## src/rtl/spread_pkg.sv

```systemverilog
package spread_pkg;

  // Strobes handed from control to datapath
  typedef struct packed {
    logic capture;   // latch new mask and flag this edge
  } spreadCtl_t;

endpackage

```

## src/rtl/spread_ctrl.sv

```systemverilog
module spread_ctrl
  import spread_pkg::*;
(
  input  logic       inValid,
  output spreadCtl_t ctl
);

  // Capture is aligned with the round register load
  always_comb begin
    ctl         = '0;
    ctl.capture = inValid;
  end

endmodule

```

## src/rtl/spread_datapath.sv

```systemverilog
module spread_datapath
  import spread_pkg::*;
#(
  parameter int ROWS   = 4,
  parameter int COLS   = 4,
  parameter int BYTE_W = 8
) (
  input  logic                              clk,
  input  logic                              rstN,
  input  spreadCtl_t                        ctl,
  input  logic [ROWS*COLS*BYTE_W-1:0]       stateMain,
  input  logic [ROWS*COLS*BYTE_W-1:0]       stateDual,
  output logic [ROWS*COLS*BYTE_W-1:0]       blurMask,
  output logic                              faultFlag
);

  localparam int NBYTES  = ROWS * COLS;
  localparam int STATE_W = NBYTES * BYTE_W;

  logic [ROWS-1:0][COLS-1:0][BYTE_W-1:0] errMat;
  logic [ROWS-1:0][COLS-1:0][BYTE_W-1:0] spreadMat;
  logic [ROWS-1:0][BYTE_W-1:0]           rowSum;
  logic [COLS-1:0][BYTE_W-1:0]           colSum;
  logic [STATE_W-1:0]                    maskNext;
  logic [STATE_W-1:0]                    maskQ;
  logic                                  flagQ;
  logic                                  anyErr;

  // Per-byte discrepancy, spreading and in-byte bit reversal
  for (genvar gi = 0; gi < ROWS; gi++) begin : gRow
    for (genvar gj = 0; gj < COLS; gj++) begin : gCol
      localparam int BASE = (gj * ROWS + gi) * BYTE_W;
      assign errMat[gi][gj]    = stateMain[BASE +: BYTE_W] ^ ~stateDual[BASE +: BYTE_W];
      assign spreadMat[gi][gj] = rowSum[gi] ^ colSum[gj];
      for (genvar gk = 0; gk < BYTE_W; gk++) begin : gBit
        assign maskNext[BASE + gk] = spreadMat[gi][gj][BYTE_W-1-gk];
      end
    end
  end

  // Row and column XOR reductions
  always_comb begin
    rowSum = '0;
    colSum = '0;
    for (int i = 0; i < ROWS; i++) begin
      for (int j = 0; j < COLS; j++) begin
        rowSum[i] = rowSum[i] ^ errMat[i][j];
        colSum[j] = colSum[j] ^ errMat[i][j];
      end
    end
  end

  assign anyErr = |errMat;

  always_ff @(posedge clk or negedge rstN) begin
    if (!rstN) begin
      maskQ <= '0;
      flagQ <= 1'b0;
    end else if (ctl.capture) begin
      maskQ <= maskNext;
      flagQ <= anyErr;
    end
  end

  assign blurMask  = maskQ;
  assign faultFlag = flagQ;

  // registers only move on the capture strobe
  a_r7_hold_without_strobe: assert property (@(posedge clk) disable iff (!rstN)
    !ctl.capture |=> ($stable(maskQ) && $stable(flagQ)));

  // flag reflects the discrepancy seen at the capture edge
  a_r3_flag_tracks_error: assert property (@(posedge clk) disable iff (!rstN)
    ctl.capture |=> (flagQ == $past(anyErr)));

  // a quiet flag never comes with a non-zero mask
  a_r3_quiet_mask: assert property (@(posedge clk) disable iff (!rstN)
    !flagQ |-> (maskQ == '0));

endmodule

```

## src/rtl/fault_spread_mask.sv

```systemverilog
module fault_spread_mask
  import spread_pkg::*;
#(
  parameter int ROWS   = 4,
  parameter int COLS   = 4,
  parameter int BYTE_W = 8
) (
  input  logic                        clk,
  input  logic                        rstN,
  input  logic                        inValid,
  input  logic [ROWS*COLS*BYTE_W-1:0] stateMain,
  input  logic [ROWS*COLS*BYTE_W-1:0] stateDual,
  output logic [ROWS*COLS*BYTE_W-1:0] blurMask,
  output logic                        faultFlag
);

  spreadCtl_t ctl;

  spread_ctrl u_ctrl (
    .inValid (inValid),
    .ctl     (ctl)
  );

  spread_datapath #(
    .ROWS   (ROWS),
    .COLS   (COLS),
    .BYTE_W (BYTE_W)
  ) u_dp (
    .clk       (clk),
    .rstN      (rstN),
    .ctl       (ctl),
    .stateMain (stateMain),
    .stateDual (stateDual),
    .blurMask  (blurMask),
    .faultFlag (faultFlag)
  );

  // complementary copies give a silent result
  a_r2_clean_pair: assert property (@(posedge clk) disable iff (!rstN)
    (inValid && (stateMain == ~stateDual)) |=> ((blurMask == '0) && !faultFlag));

endmodule

```

## config.mk

```make
export PLATFORM = sky130hd
export DESIGN_NAME = fault_spread_mask
export DESIGN_NICKNAME = d
export VERILOG_FILES = /design/src/rtl/spread_pkg.sv /design/src/rtl/spread_ctrl.sv /design/src/rtl/spread_datapath.sv /design/src/rtl/fault_spread_mask.sv
export SDC_FILE = /design/constraint.sdc
export NUM_CORES = 1
export LEC_CHECK = 0
export ABC_CLOCK_PERIOD_IN_PS = 800
export CAP_MARGIN = 0
export CORE_ASPECT_RATIO = 0.7
export CORE_UTILIZATION = 39
export DETAILED_ROUTE_END_ITERATION = 7
export PLACE_DENSITY = 0.83
export SYNTH_ARGS = -nofsm -noshare
export SYNTH_HDL_FRONTEND = slang
export SYNTH_SLANG_ARGS = --single-unit
```

## constraint.sdc

```tcl
create_clock -name clk -period 0.8 [get_ports clk]
set_clock_uncertainty 0.1 [all_clocks]
set_input_delay 0.08 -clock clk [delete_from_list [all_inputs] [get_ports clk]]
set_output_delay 0.08 -clock clk [all_outputs]
set_load 0.005 [all_outputs]
```

==> results of run 1 <==
[synth_stat cells]
cell type	count	area (µm²)
dfrtp_1	129	3230
nor3_1	1	5.00
xnor2_1	448	3920
nand4_1	7	43.8
clkbuf_1	29	109
nor2_1	130	488
a31oi_1	1	6.26
and3_1	1	6.26
a21oi_1	128	641
nor4_1	32	200
nand2_1	1	3.75
nor4b_1	1	8.76
[logic make-up after synthesis]
kind of cell	Yosys count	share of synthesized area, %
AO/OA/AOI/OAI	129	7.47
XOR/XNOR	448	45.3
buffers and inverters	29	1.26
flip-flops	129	37.3
AND/OR/NAND/NOR	173	8.72
[per-stage QoR]
| step | std cells | hold slack, ns | area [µm²] | TNS [ns] |
|---|---|---|---|---|
| after detailed placement | 1747 | -0.135 | 17800 | -182.39 |
| after global placement | 1747 | -0.139 | 17800 | -176.11 |
| after floorplan | 908 | -0.316 | 12000 | -41.61 |
==> summary.txt, run 1 <==
Floorplan
  • # IOs: between 300 and 400
  • Initial Util: 39.9%
  • Core Rows: 45
  • Die H: between 100 and 150 µm
  • Die Width: 180 µm

Clock tree
  • Clock sink count: 129
  • CTS max path bufs: 2
  • CTS Root Cell: clkbuf_16
  • Post-CTS Setup Bufs: 142
  • Hold Buf Count CTS: 1
  • Post-CTS Resized: 2328
  • H-tree levels: 4
  • Num CTS Buffers: 17

Placed design
  • Worst slack, placed: -1.69 ns
  • PortBufs: 387
  • GP Congestion: 0.894
  • Detailed placement HPWL: 31.4 mm

Yosys
  • Post-Syn Instances: ~910
  • Syn_nets: 1167
  • Cell Area, Synth: 8660 µm²
  • Seq/Total Area, Yosys: 37.3%
  • Yosys warning count: 0
  • Syn Area/Cell: around 9.5 µm²
  • Cell variety after synth: 12
  • Yosys reg bits: 129

Run status
  • Fail Step: clock tree synthesis
  • Status: did not finish
  • Error msg: [ERROR DPL-0038] Utilization greater than 100%, impossible to legalize
==> inputs of run 2 (changes only) <==
--- a/config.mk
+++ b/config.mk
@@ -5,12 +5,11 @@
 export SDC_FILE = /design/constraint.sdc
 export NUM_CORES = 1
 export LEC_CHECK = 0
-export ABC_CLOCK_PERIOD_IN_PS = 800
+export ABC_CLOCK_PERIOD_IN_PS = 1050
 export CAP_MARGIN = 0
-export CORE_ASPECT_RATIO = 0.7
-export CORE_UTILIZATION = 39
+export CORE_UTILIZATION = 25
 export DETAILED_ROUTE_END_ITERATION = 7
-export PLACE_DENSITY = 0.83
+export PLACE_DENSITY_LB_ADDON = 0.15
 export SYNTH_ARGS = -nofsm -noshare
 export SYNTH_HDL_FRONTEND = slang
 export SYNTH_SLANG_ARGS = --single-unit
==> constraint.sdc (replaced) <==
create_clock -name clk -period 1.05 [get_ports clk]
set_clock_uncertainty 0.1 [all_clocks]
set_input_delay 0.105 -clock clk [delete_from_list [all_inputs] [get_ports clk]]
set_output_delay 0.105 -clock clk [all_outputs]
set_load 0.005 [all_outputs]
==> run 2 against run 1 <==
The flow now finishes, with violations (setup timing). Area after synthesis is the same. Synthesized cell count is the same.
==> summary.txt, run 2 <==
Yosys
  • Synth async-reset ratio: 100% (unchanged)
  • Seq/Total Area, Yosys: 37.3% (unchanged)
  • Post-synth top flop: dfrtp_1 (unchanged)
  • Post-synth top area share: 45.3% (unchanged)
  • Synth top cells by count: xnor2_1 (448), nor2_1 (130), dfrtp_1 (129), a21oi_1 (128), nor4_1 (32) (unchanged)
  • Yosys reg bits: 129 (unchanged)
  • Area leader, netlist: xnor2_1 (unchanged)
  • Post-Syn Instances: 908 (unchanged)
  • Post-synth EDFFs: 0 (unchanged)
  • Count leader, synth: xnor2_1 (unchanged)
  • Syn_nets: 1167 (unchanged)
  • Area contributors post-synth: xnor2_1 (45%), dfrtp_1 (37%), a21oi_1 (7.4%) (unchanged)
  • Yosys warning count: 0 (unchanged)
  • Cell Area, Synth: 8660 µm² (unchanged)
  • Cell variety after synth: 12 (unchanged)
  • Syn Area/Cell: 9.54 µm² (unchanged)

Critical path
  • R2r worst-path depth: 4
  • Slowest-stage cell, CP: nor4_4
  • CP startpoint: stateDual[17]
  • Worst Setup End Kind: register
  • Worst setup path class: input pin to register
  • Worst EP arrival: between 1 and 1.5 ns
  • Crit path to: u_dp.faultFlag
  • Worst path buffer plus inverter count: 2
  • Critical path required time: 1.25 ns
  • WP depth: 7
  • Top Family by Delay on Critical Path: simple AND/OR/NAND/NOR gates
  • CP peak stage delay: 0.37 ns
  • FF-to-FF End: u_dp.blurMask[62]
  • Reg-to-reg slack, setup: 0.02 ns
  • CP startpoint kind: input pin
  • CP Max Fanout: 2
  • CP cell instances: buf_4, xnor2_4, nor4_4, buf_4, nand4_1, nor4_4, a31oi_1
  • Worst r2r src: u_dp.blurMask[62]

Final layout
  • Number of diodes: 0
  • Most frequent cells in the layout: xnor2_4 (271), buf_2 (234), buf_6 (225), xnor2_2 (157), buf_4 (147)
  • Fin cells: 2055
  • Cell area after layout: ~23000 µm²
  • Area Overhead vs Synth: 162%
  • Max reg flops: approximately 130
  • Area occupied by multi-input gates: 11900 µm²
  • Sequential cell area: roughly 3200 µm²
  • Filler instances: 2430
  • Share of layout cells above drive strength 1: between 70% and 80%
  • Final Net Count: 1853
  • Most common cell after layout, fill and taps aside: xnor2_4

Hold path
  • Hold crit path type: input pin to register

STA
  • Setup violations, final: 229
  • Slew Limit Fails: 0
  • Post-layout min period: 1.28 ns
  • Final hold vios: 0
  • Worst Max-Slew Pin Slew: 0.423 ns
  • WHS: between 0.04 and 0.05 ns
  • Period utilisation layout: 122%
  • Rel. slew slack: 71.8%
  • Final setup margin: -0.234 ns
  • RSZ-0062 raised after global routing: yes
  • FMAX: 779 MHz

Routing
  • Vias per inst: 4.42
  • Drt drc: 0
  • Post-DR wirelength/cell: 19.1 µm
  • Initial DRC count: ~360
  • Vias: 9081
  • DRT Pass-1 Iters: 4
  • Routed Antenna Nets: 0
  • DRT Wirelength: 39.3 mm

Job
  • Max-cap violation count: 0

Power
  • Power Total: around 48 mW
  • Leak pwr: 9.68 nW
  • Peak VDD IR: 0.00117 V
  • Power Density: 2120 nW/µm²

Floorplan
  • Initial Util: 25.6% (was 39.9%)
  • Core Rows: 67 (was 45)
  • # IOs: 388 (unchanged)
  • Die H: 188 µm (was 127 µm)
  • Die Width: 188 µm (was 180 µm)
  • Area of the die: 35400 µm²
  • Core ar.: 33800 µm²

Clock tree
  • CTS max path bufs: 2 (unchanged)
  • Worst-Skew Late Latency: 0.41 ns
  • CTS tree: yes
  • Worst-path clk slew: 0.06 ns
  • H-tree levels: 4 (unchanged)
  • Clock sink count: 129 (unchanged)
  • CTS Root Cell: clkbuf_16 (unchanged)
  • Num CTS Buffers: 17 (unchanged)

Run status
  • Status: finished, violations left (was did not finish)
  • Failing checks: setup timing

Placed design
  • Detailed placement HPWL: 30.1 mm (was 31.4 mm)
  • Post-Place Cells: 1871 (was 1747)
  • GP Congestion: 0.803 (was 0.894)
  • Placed Area: 17700 µm² (was 17800 µm²)
  • Worst slack, placed: -1.59 ns (was -1.69 ns)
  • PortBufs: 387 (unchanged)

Global routing
  • GRT Overall Usage: 21.7%
  • Largest net degree at the start of global routing: 65
  • Vias in the first global route: approximately 9600
  • Global route overflow: 0
  • First-pass GRT wire length: 57.1 mm
  • Initial antenna violation count: 0
-- run 2: cell counts after synthesis --
No cell type changed its count.
-- run 2: worst min path at each step --
| stage | cells past startpoint | slack [ns] | endpoint | from |
|---|---|---|---|---|
| 2_1_floorplan | 0 | -0.29 | u_dp.blurMask[0] | rstN |
| 3_3_place_gp | 2 | 0.04 | u_dp.blurMask[109] | rstN |
| 3_5_place_dp | 2 | 0.05 | u_dp.blurMask[21] | rstN |
| 4_1_cts | 4 | 0.02 | u_dp.blurMask[47] | inValid |
| 5_1_grt | 4 | 0.06 | u_dp.blurMask[46] | inValid |
| 6_report | 4 | 0.04 | u_dp.blurMask[47] | inValid |
-- run 2: final cells by class --
class	instances	area share (%)
repair buffers	696	27.9
flip-flops and latches	129	14.2
well taps	448	2.47
clock buffers	22	2.09
clock inverters	10	0.897
multi-input cells	750	52.4
-- run 2: power by group --
part / internal [mW] / leakage (nW) / switching, mW
clock: 4.64 / 0.334 / 2.19
combinational: 19.1 / 7.91 / 13.2
sequential: 7.44 / 1.43 / 1.60
total: 31.2 / 9.68 / 17.0
-- run 2: metrics by stage --
step / util (%) / TNS [ns]
after detailed placement: 52.3 / -126.82
after global routing: 67.3 / -23.32
after floorplan: - / -12.58
after global placement: 52.3 / -124.75
final: 67.3 / -15.39
after CTS: 61.7 / -14.98
-- run 2: timing repair --
item	in CTS	in global routing
endpoints found under the hold margin	134	0
hold buffers	5	0
pin swaps	375	329
setup endpoints to repair	258	258
setup buffers	115	53
gates cloned	0	0
resized for setup	2034	335
-- run 2: kinds of logic (layout without fill, tap and decap cells) --
kind of cell,count (synthesis),after routing,synth area share (%)
xor+xnor,448,448,45.3
buf+inv,29,728,1.26
flops,129,129,37.3
compound gates,129,129,7.47
simple gates,173,173,8.72
-- run 2: tightest hold or removal path, cell delays in order --
cell,delay [ns]
buf_6,0.08
buf_4,0.18
nor2_1,0.07
a21oi_2,0.09
-- run 2: metal layers --
metal | vias to the layer above | part of all wire, % | track usage, % | wire length, µm
met5 | - | 0 | 0 | 0
met1 | 4396 | 41 | 28.3 | 16300
li1 | 4375 | - | - | -
met3 | 27 | 4.6 | 3.67 | 1820
met2 | 283 | 53 | 37.4 | 20600
met4 | 0 | 1.3 | 5.19 | 528
Note: power is estimated with default switching activity, not from simulation.
